`config.mk`:
```
export PLATFORM = sky130hd
export DESIGN_NAME = msg_tally_stage
export DESIGN_NICKNAME = d
export VERILOG_FILES = /design/src/rtl/tally_pkg.sv /design/src/rtl/tally_admit.sv /design/src/rtl/tally_counter.sv /design/src/rtl/tally_slot.sv /design/src/rtl/msg_tally_stage.sv
export SDC_FILE = /design/constraint.sdc
export NUM_CORES = 1
export LEC_CHECK = 0
export BUFFER_PORTS_ARGS = -buffer_cell sky130_fd_sc_hd__buf_2
export CAP_MARGIN = 20
export CORE_AREA = 2 2 88 90
export DETAILED_ROUTE_END_ITERATION = 10
export DIE_AREA = 0 0 90 92
export PLACE_DENSITY = 0.71
export SYNTH_ARGS = -nofsm -noshare
export SYNTH_HDL_FRONTEND = slang
export SYNTH_HIERARCHICAL = 1
export SYNTH_SLANG_ARGS = --single-unit
```
`constraint.sdc`:
```
create_clock -name clk -period 2.75 [get_ports clk]
set_clock_uncertainty 0.15 [all_clocks]
set_input_delay 0.1375 -clock clk [delete_from_list [all_inputs] [get_ports clk]]
set_output_delay 0.1375 -clock clk [all_outputs]
set_load 0.05 [all_outputs]
```
`src/rtl/tally_pkg.sv`:
```
package tally_pkg;
  localparam int unsigned DEF_PAYLOAD_W = 64;
  localparam int unsigned DEF_COUNT_W   = 32;

  typedef enum logic {
    SLOT_EMPTY = 1'b0,
    SLOT_FULL  = 1'b1
  } slot_state_e;
endpackage

```
`src/rtl/tally_admit.sv`:
```
module tally_admit (
  input  logic clk,
  input  logic rst,
  input  logic in_valid,
  input  logic slot_full,
  input  logic out_ready,
  output logic in_ready,
  output logic fire
);
  // Take a message only if the slot is free or drains on this edge.
  always_comb begin
    in_ready = !slot_full || out_ready;
    fire     = in_valid && in_ready;
  end


  refuse_only_when_blocked_chk: assert property (@(posedge clk) disable iff (rst)
    !in_ready |-> (slot_full && !out_ready));


  fire_needs_valid_chk: assert property (@(posedge clk) disable iff (rst)
    fire |-> in_valid);
endmodule

```
`src/rtl/tally_counter.sv`:
```
module tally_counter #(
  parameter int unsigned COUNT_W = tally_pkg::DEF_COUNT_W
) (
  input  logic               clk,
  input  logic               rst,
  input  logic               fire,
  output logic [COUNT_W-1:0] count_q,
  output logic [COUNT_W-1:0] count_inc
);
  localparam logic [COUNT_W-1:0] ONE = COUNT_W'(1);

  logic [COUNT_W-1:0] count_d;

  always_comb begin
    count_inc = count_q + ONE;
    count_d   = fire ? count_inc : count_q;
  end

  always_ff @(posedge clk) begin
    if (rst) count_q <= '0;
    else     count_q <= count_d;
  end


  count_step_chk: assert property (@(posedge clk) disable iff (rst)
    fire |=> count_q == COUNT_W'($past(count_q) + ONE));


  count_idle_chk: assert property (@(posedge clk) disable iff (rst)
    !fire |=> $stable(count_q));


  count_reset_chk: assert property (@(posedge clk)
    $past(rst) |-> count_q == '0);
endmodule

```
`src/rtl/tally_slot.sv`:
```
module tally_slot #(
  parameter int unsigned COUNT_W = tally_pkg::DEF_COUNT_W
) (
  input  logic               clk,
  input  logic               rst,
  input  logic               fire,
  input  logic [COUNT_W-1:0] load_val,
  input  logic               out_ready,
  output logic               slot_full,
  output logic [COUNT_W-1:0] out_data
);
  import tally_pkg::*;

  slot_state_e        state_q, state_d;
  logic [COUNT_W-1:0] data_d;

  always_comb begin
    state_d = state_q;
    data_d  = out_data;
    if (fire) begin
      state_d = SLOT_FULL;
      data_d  = load_val;
    end else if (out_ready) begin
      state_d = SLOT_EMPTY;
    end
  end

  always_ff @(posedge clk) begin
    if (rst) begin
      state_q  <= SLOT_EMPTY;
      out_data <= '0;
    end else begin
      state_q  <= state_d;
      out_data <= data_d;
    end
  end

  assign slot_full = (state_q == SLOT_FULL);


  stall_hold_chk: assert property (@(posedge clk) disable iff (rst)
    (slot_full && !out_ready) |=> (slot_full && $stable(out_data)));


  drain_clear_chk: assert property (@(posedge clk) disable iff (rst)
    (slot_full && out_ready && !fire) |=> !slot_full);


  load_publish_chk: assert property (@(posedge clk) disable iff (rst)
    fire |=> (slot_full && out_data == $past(load_val)));


  slot_reset_chk: assert property (@(posedge clk)
    $past(rst) |-> (!slot_full && out_data == '0));
endmodule

```
`src/rtl/msg_tally_stage.sv`:
```
module msg_tally_stage #(
  parameter int unsigned PAYLOAD_W = tally_pkg::DEF_PAYLOAD_W,
  parameter int unsigned COUNT_W   = tally_pkg::DEF_COUNT_W
) (
  input  logic                 clk,
  input  logic                 rst,
  input  logic                 in_valid,
  output logic                 in_ready,
  input  logic [PAYLOAD_W-1:0] in_payload,
  output logic                 out_valid,
  input  logic                 out_ready,
  output logic [COUNT_W-1:0]   out_count
);
  logic               fire;
  logic               slot_full;
  logic [COUNT_W-1:0] count_q;
  logic [COUNT_W-1:0] count_inc;

  // The bundle is consumed by the handshake only; its bits go nowhere.
  logic payload_unused;
  assign payload_unused = ^in_payload;

  tally_admit u_admit (
    .clk       (clk),
    .rst       (rst),
    .in_valid  (in_valid),
    .slot_full (slot_full),
    .out_ready (out_ready),
    .in_ready  (in_ready),
    .fire      (fire)
  );

  tally_counter #(.COUNT_W(COUNT_W)) u_counter (
    .clk       (clk),
    .rst       (rst),
    .fire      (fire),
    .count_q   (count_q),
    .count_inc (count_inc)
  );

  tally_slot #(.COUNT_W(COUNT_W)) u_slot (
    .clk       (clk),
    .rst       (rst),
    .fire      (fire),
    .load_val  (count_inc),
    .out_ready (out_ready),
    .slot_full (slot_full),
    .out_data  (out_count)
  );

  assign out_valid = slot_full;


  published_matches_total_chk: assert property (@(posedge clk) disable iff (rst)
    out_valid |-> out_count == count_q);


  streaming_no_gap_chk: assert property (@(posedge clk) disable iff (rst)
    (out_valid && out_ready && in_valid) |=> out_valid);
endmodule

```
==> impl_metrics.json, run 1 <==
{
  "worst_pin_slew_ps": 655.2,
  "pre_cts_ws_ps": 318.6,
  "setup_viol": 0,
  "final_antenna_net_count": 0,
  "pin_count": 102,
  "cp_max_fo": 7,
  "r2r_end": "u_slot/out_data[30]",
  "clk_latency_ps": 340,
  "crit_start": "u_counter/count_q[1]",
  "synth_edf_count": 0,
  "critPathCaptureType": "flip-flop",
  "antenna_cells": 0,
  "period_share": 0.8812,
  "drive_gt1_frac": 0.1730,
  "cts_sinks": 65,
  "drt_iter0_drc": 152,
  "syn_area_sq_mm": 0.003229,
  "max-slew-margin-rel": 0.5632,
  "num_rows": 32,
  "timing.fmax_mhz": 412.7,
  "fin_crit_ps": 2423,
  "hp-class": "input port to flip-flop",
  "fp.dieArea_sq_mm": 0.008280,
  "dp_hpwl_microns": 4362,
  "timing.final.ws_setup_ps": 326.7,
  "clkSlewWorstSetupHoldPaths_ps": 70,
  "cts-hold-fix-buffers": 1,
  "syn_to_final_growth_pct": 11.89,
  "power_frac_comb": 0.055,
  "clkPwrFrac": 0.428,
  "dr.pass1.iters": 4,
  "netlist_instances": 364,
  "htree_levels": 3,
  "worstReg2RegStart": "u_counter/count_q[1]",
  "grt_first_pass_wirelength_microns": 11050,
  "start_kind": "flip-flop",
  "synth_nets": 433,
  "power_leakage_uw": 0.001505,
  "totalWireLength_microns": 6432,
  "p_sw_uw": 418.7,
  "avgSynthCellArea_sq_um": 8.872,
  "overflow": 0,
  "rsz0062_at_grt": "no",
  "grt_pass1_vias": 2355,
  "yosysWarnings": 6,
  "initial_utilization": 0.4336,
  "cts_resized": 0,
  "num_vias": 2563,
  "path_class": "flip-flop to flip-flop",
  "ir_drop_mv": 0.2282,
  "reg2reg_depth": 7,
  "cap_violations": 0,
  "numPortBuffers": 37,
  "cts_buffer_depth": 2,
  "yosysSeqAreaShare": 0.4029,
  "finalPower_uw": 1848,
  "finalHoldViolations": 0,
  "grtUsageTotal": 0.1646,
  "globalplace.congestion": 0.8238,
  "swShare": 0.2266,
  "synthMostInstantiatedCell": "dfxtp_1",
  "die_h_microns": 92,
  "power.density_mw_per_mm2": 511.5,
  "ys.flop_type": "dfxtp_1",
  "r2r_setup_slack_ps": 330,
  "arrival_ps": 2550,
  "finalNetCount": 458,
  "synth_top_area_share": 0.4029,
  "cts_tree": "built",
  "vias_per_cell": 5.178,
  "ys_top_cells_by_count": "65 x dfxtp_1, 54 x nor2_1, 33 x mux2i_1",
  "grt_antenna_before_repair": 0,
  "wire_per_inst_microns": 12.99,
  "synthTopCellsByArea": "dfxtp_1 40%, mux2i_1 10%, xor2_1 6.5%, nor2_1 6.3%, xnor2_1 4.6%",
  "critPathCapture": "u_slot/out_data[30]",
  "yosysUniqueCellTypes": 34,
  "cp.required_ps": 2880,
  "p_seq_frac": 0.517,
  "grt_max_degree": 43,
  "yosysTopAreaCell": "dfxtp_1",
  "fp.dieW_microns": 90,
  "setup_tns_ps": 0,
  "synth_seq_cells": 65,
  "synthArstFlopShare": 0,
  "power.internal_uw": 1430,
  "numCtsBuffers": 9,
  "core_area_sq_mm": 0.007447,
  "drc": 0,
  "postCtsSetupRepairBufs": 0,
  "status": "completed",
  "drv_slew": 0,
  "clockRootBuffer": "clkbuf_8"
}
## cells by family after synthesis
kind of cell / after synthesis / share of synthesized area
flops: 65 / 0.4029
xor+xnor: 41 / 0.1112
mux: 36 / 0.1127
fa+ha+maj: 1 / 0.003874
simple gates: 150 / 0.2422
compound gates: 35 / 0.05967
buf+inv: 36 / 0.06741
## critical path, cell delays in order, from the launching register on
cell     delay, ps
dfxtp_1        400
ha_1           290
nand3_1        130
or4_1          740
nor3_1         270
xor2_1         200
mux2i_1         90
nor2_1          90
## sequential cells by signal, summed over array words and instances, names as in the netlist
signal             flops
u_counter/count_q     32
u_slot/out_data       32
u_slot/slot_full       1
## cell type report
cell class,instances,area [sq um]
clock buffers,14,192.7
clock inverters,1,7.507
fillers,741,3834
inverters,3,11.26
multi-input cells,263,1710
flip-flops and latches,65,1301
well taps,102,127.6
repair buffers,47,262.8
## routing by layer
layer | vias up | track usage | wire length (microns)
met5 | - | 0 | 0
met4 | 0 | 0.09359 | 157
met1 | 1189 | 0.2038 | 2964
li1 | 1302 | - | -
met3 | 13 | 0.04273 | 302
met2 | 59 | 0.2607 | 3008
## power groups by stage
stage	clock network, uW	logic (uW)	registers, uW
2_1_floorplan	0	78.5	991
3_3_place_gp	0	102	975
3_5_place_dp	0	103	976
4_1_cts	822	104	954
5_1_grt	862	111	955
6_report	792	102	955
## through the flow
stage	instance area (sq um)	hold WS, ps	util	cells
2_1_floorplan	3229	168.1	-	364
3_3_place_gp	3403	269.1	0.4570	479
3_5_place_dp	3403	284.4	0.4570	479
4_1_cts	3613	160.0	0.4852	495
5_1_grt	3613	192.3	0.4852	495
6_report	3613	162.3	0.4852	495
## cell usage in the layout, fill, tap and decap left out, types with 2 or more instances in the layout
master / n
nor4_1: 2
or4_1: 12
nand3_1: 9
nand4_1: 16
mux2_2: 3
o31ai_1: 7
dfxtp_1: 65
nor2_1: 54
buf_2: 37
inv_1: 3
xnor2_1: 17
mux2i_1: 33
nor2b_1: 3
buf_4: 9
and4_1: 4
clkbuf_8: 14
a21oi_1: 18
nor3_1: 12
and3_1: 5
or3_1: 12
o21ai_0: 10
xor2_1: 24
nand2_1: 15
## how the worst min path moves through the flow
stage,startpoint,end,depth (start not counted)
finish,rst,u_slot/out_data[30],2
global route,rst,u_slot/out_data[31],2
detailed placement,out_ready,u_slot/slot_full,3
global placement,out_ready,u_slot/slot_full,3
floorplan,out_ready,u_slot/slot_full,2
CTS,rst,u_slot/out_data[0],2
No activity file was read; power rests on OpenSTA's default activity.
==> run 2, diff against run 1 <==
--- a/config.mk
+++ b/config.mk
@@ -7,10 +7,10 @@
 export LEC_CHECK = 0
 export BUFFER_PORTS_ARGS = -buffer_cell sky130_fd_sc_hd__buf_2
 export CAP_MARGIN = 20
-export CORE_AREA = 2 2 88 90
+export CORE_AREA = 2 2 74 94
 export DETAILED_ROUTE_END_ITERATION = 10
-export DIE_AREA = 0 0 90 92
-export PLACE_DENSITY = 0.71
+export DIE_AREA = 0 0 76 96
+export PLACE_DENSITY = 0.79
 export SYNTH_ARGS = -nofsm -noshare
 export SYNTH_HDL_FRONTEND = slang
 export SYNTH_HIERARCHICAL = 1
==> impl_metrics.json, run 2 (synthesized netlist as in run 1, its figures left out) <==
{
  "status": "completed",
  "grtUsageTotal": 0.1868,
  "grt_max_degree": 45,
  "drt_iter0_drc": 193,
  "hp-class": "input port to flip-flop",
  "max-slew-margin-rel": 0.4776,
  "dp_hpwl_microns": 4338,
  "pin_count": 102,
  "initial_utilization": 0.5046,
  "htree_levels": 3,
  "dr.pass1.iters": 4,
  "seqCellArea_sq_mm": 0.001301,
  "timing.fmax_mhz": 410.3,
  "setup_tns_ps": 0,
  "fp.dieArea_sq_mm": 0.007296,
  "crit_start": "u_counter/count_q[1]",
  "rsz0062_at_grt": "no",
  "finalNetCount": 458,
  "vias_per_cell": 5.445,
  "postCtsSetupRepairBufs": 0,
  "cts_sinks": 65,
  "arrival_ps": 2560,
  "start_kind": "flip-flop",
  "antenna_cells": 0,
  "final_antenna_net_count": 0,
  "syn_to_final_growth_pct": 11.89,
  "critPathCapture": "u_slot/out_data[30]",
  "reg2reg_depth": 7,
  "grt_pass1_vias": 2447,
  "cts_tree": "built",
  "drive_gt1_frac": 0.1751,
  "wire_per_inst_microns": 13.53,
  "cp.required_ps": 2880,
  "fp.dieW_microns": 76,
  "r2r_setup_slack_ps": 310,
  "drc": 0,
  "finalHoldViolations": 0,
  "numCtsBuffers": 9,
  "fill_cells": 574,
  "cap_violations": 0,
  "fin_crit_ps": 2437,
  "num_rows": 33,
  "cts_buffer_depth": 2,
  "critPathCaptureType": "flip-flop",
  "totalWireLength_microns": 6508,
  "setup_viol": 0,
  "grt_antenna_before_repair": 0,
  "num_vias": 2619,
  "grt_first_pass_wirelength_microns": 10920,
  "ir_drop_mv": 0.3423,
  "worstReg2RegStart": "u_counter/count_q[1]",
  "r2r_end": "u_slot/out_data[30]",
  "final_cell_mix": "65 x dfxtp_1, 54 x nor2_1, 37 x buf_2",
  "die_h_microns": 96,
  "period_share": 0.8862,
  "clockRootBuffer": "clkbuf_8",
  "power.density_mw_per_mm2": 535.9,
  "final_common_cell": "dfxtp_1",
  "globalplace.congestion": 0.8094,
  "clk_latency_ps": 340,
  "power_leakage_uw": 0.001514,
  "numPortBuffers": 37,
  "worst_pin_slew_ps": 783.6,
  "core_area_sq_mm": 0.006400,
  "path_class": "flip-flop to flip-flop",
  "overflow": 0,
  "multiInputGateArea_sq_mm": 0.001710,
  "drv_slew": 0,
  "finalPower_uw": 1936,
  "clkSlewWorstSetupHoldPaths_ps": 70,
  "cp_max_fo": 7
}
[run 2: worst min-delay path by stage]
stage / start / cells after the start / to / slack, ps
final: in_valid / 5 / u_counter/count_q[2] / 120
after global routing: in_valid / 5 / u_counter/count_q[2] / 140
after CTS: in_valid / 5 / u_counter/count_q[2] / 120
after detailed placement: out_ready / 3 / u_slot/slot_full / 280
after global placement: out_ready / 3 / u_slot/slot_full / 270
after floorplan: out_ready / 2 / u_slot/slot_full / 170
[run 2: timing repair]
item | in CTS | in global routing
hold buffers | 1 | 0
gates resized for setup | 0 | 0
endpoints found under the hold margin | 1 | 0
[run 2: report_power, final]
group	total [uW]	internal, uW	leakage (uW)	switching (uW)
combinational	101	34.2	0.000881	66.7
sequential	954	948	0.000524	5.77
clock	881	510	0.000109	372
total	1940	1490	0.00151	444
[run 2: critical path, stage by stage, from the launching register on]
cell	delay (ps)
dfxtp_1	400
ha_1	270
nand3_1	130
or4_1	740
nor3_1	280
xor2_1	210
mux2i_1	100
nor2_1	100
[run 2: metal layers]
layer | GRT usage | wire length [microns]
met2 | 0.3482 | 3402
met3 | 0.04409 | 260
met1 | 0.1999 | 2739
met5 | 0 | 0
met4 | 0.09394 | 106
[run 2: final cells by class]
cell class,count,share of cell area
Sequential cell,65,0.3601
Inverter,3,0.003116
Tap cell,87,0.03012
Multi-Input combinational cell,263,0.4733
Clock buffer,9,0.03428
Timing Repair Buffer,47,0.07271
Clock inverter,7,0.02632
[run 2: stage by stage]
stage / std cells / cell area, sq um / hold WS [ps] / worst slack, ps / utilization
finish: 481 / 3613 / 121.4 / 312.9 / 0.5646
global route: 481 / 3613 / 139.1 / 116.0 / 0.5646
CTS: 481 / 3613 / 118.1 / 311.3 / 0.5646
detailed placement: 464 / 3385 / 278.2 / 340.7 / 0.5288
global placement: 464 / 3385 / 270.6 / 344.0 / 0.5288
floorplan: 364 / 3229 / 168.1 / 268.5 / -
==> run 3, diff against run 2 <==
==> constraint.sdc (replaced) <==
create_clock -name clk -period 2.5 [get_ports clk]
set_clock_uncertainty 0.15 [all_clocks]
set_input_delay 0.125 -clock clk [delete_from_list [all_inputs] [get_ports clk]]
set_output_delay 0.125 -clock clk [all_outputs]
set_load 0.05 [all_outputs]
==> impl_metrics.json, run 3 (synthesized netlist as in run 1, its figures left out) <==
{
  "status": "completed",
  "finalHoldViolations": 0,
  "htree_levels": 3,
  "final_common_cell": "dfxtp_1",
  "critPathCaptureType": "flip-flop",
  "core_area_sq_mm": 0.006400,
  "ir_drop_mv": 0.4758,
  "globalplace.congestion": 0.8470,
  "cp.required_ps": 2620,
  "cap_violations": 0,
  "power.density_mw_per_mm2": 588.9,
  "pre_cts_ws_ps": 146.5,
  "worst_pin_slew_ps": 644.4,
  "num_rows": 33,
  "fill_cells": 585,
  "setup_tns_ps": 0,
  "period_share": 0.9452,
  "initial_utilization": 0.5046,
  "postCtsSetupRepairBufs": 0,
  "grtUsageTotal": 0.1946,
  "fp.dieW_microns": 76,
  "setup_viol": 0,
  "crit_chain": "dlygate4sd3_1, buf_2, nand2b_4, and2_4, nand4_1, or4_1, or4_1, a21oi_1",
  "dp_hpwl_microns": 4455,
  "finalNetCount": 467,
  "cts_sinks": 65,
  "worstHoldStart": "rst",
  "slowest_delay_ps": 660,
  "rsz0062_at_grt": "no",
  "crit_start": "out_ready",
  "wire_per_inst_microns": 13.70,
  "cpMaxStageDelayCell": "or4_1",
  "drc": 0,
  "overflow": 0,
  "drt_iter0_drc": 232,
  "arrival_ps": 2490,
  "hp-class": "input port to flip-flop",
  "grt_max_degree": 42,
  "fp.dieArea_sq_mm": 0.007296,
  "dr.pass1.iters": 4,
  "timing.final.ws_setup_ps": 136.9,
  "grt_pass1_vias": 2581,
  "timing.fmax_mhz": 423.2,
  "path_class": "input port to flip-flop",
  "power_leakage_uw": 0.001556,
  "antenna_cells": 0,
  "cp_max_fo": 13,
  "drive_gt1_frac": 0.1886,
  "drv_slew": 0,
  "worstReg2RegStart": "u_counter/count_q[1]",
  "num_vias": 2636,
  "grt_antenna_before_repair": 0,
  "clk_latency_ps": 340,
  "pin_count": 102,
  "max-slew-margin-rel": 0.5704,
  "final_antenna_net_count": 0,
  "cts_buffer_depth": 2,
  "fin_crit_ps": 2363,
  "totalWireLength_microns": 6711,
  "syn_to_final_growth_pct": 14.18,
  "crit_top_cell": "or4_1",
  "clockRootBuffer": "clkbuf_8",
  "grt_first_pass_wirelength_microns": 11390,
  "numPortBuffers": 37,
  "clkSlewWorstSetupHoldPaths_ps": 70,
  "cts_tree": "built",
  "vias_per_cell": 5.380,
  "final_cell_mix": "65 x dfxtp_1, 54 x nor2_1, 37 x buf_2",
  "die_h_microns": 96,
  "numCtsBuffers": 9,
  "start_kind": "input port"
}
run 3: report_power, final:
group	internal [uW]	switching, uW	leakage, uW
Combinational	39.5	75.1	0.000921
Clock	618	389	0.000111
Sequential	1040	6.18	0.000524
run 3: per-stage QoR:
step,cell area [sq um],total power [uW],hold WS [ps],std cells,util
final,3687,2172,87.89,490,0.5761
after global routing,3687,2243,97.31,490,0.5761
after CTS,3685,2197,78.00,490,0.5758
after detailed placement,3452,1187,267.6,473,0.5394
after global placement,3452,1184,258.1,473,0.5394
after floorplan,3229,1176,155.6,364,-
run 3: layout make-up:
cell class,count,area (sq um),area share
Clock inverter,2,60.06,0.01629
Sequential cell,65,1301,0.3529
Inverter,3,11.26,0.003054
Clock buffer,14,162.7,0.04411
Multi-Input combinational cell,263,1713,0.4645
Tap cell,87,108.9,0.02952
Timing Repair Buffer,56,330.3,0.08958
run 3: final timing paths:
| check | slack (ps) | depth (start not counted) | to |
|---|---|---|---|
| setup reg to reg | 140 | 5 | u_counter/count_q[30] |
| setup / recovery | 140 | 8 | u_counter/count_q[30] |
| hold / removal | 90 | 2 | u_slot/out_data[25] |
| hold reg to reg | 340 | 2 | u_slot/out_data[1] |
run 3: per-layer routing:
metal,track usage,up-vias,routed length (microns)
met5,0,-,0
met4,0.1045,0,157
met3,0.04878,12,263
met2,0.3490,45,3393
met1,0.2150,1244,2896
li1,-,1335,-
run 3: worst max-delay path: cells and delay by family:
family / cells / cell delay, ps
simple gates: 5 / 1560
compound gates: 1 / 160
buf+inv: 2 / 620
run 3: what timing repair did:
action / CTS / global route
hold buffers: 1 / 0
hold endpoints to repair: 1 / 0
setup endpoints to repair: 0 / 1
gates resized for setup: 0 / 1
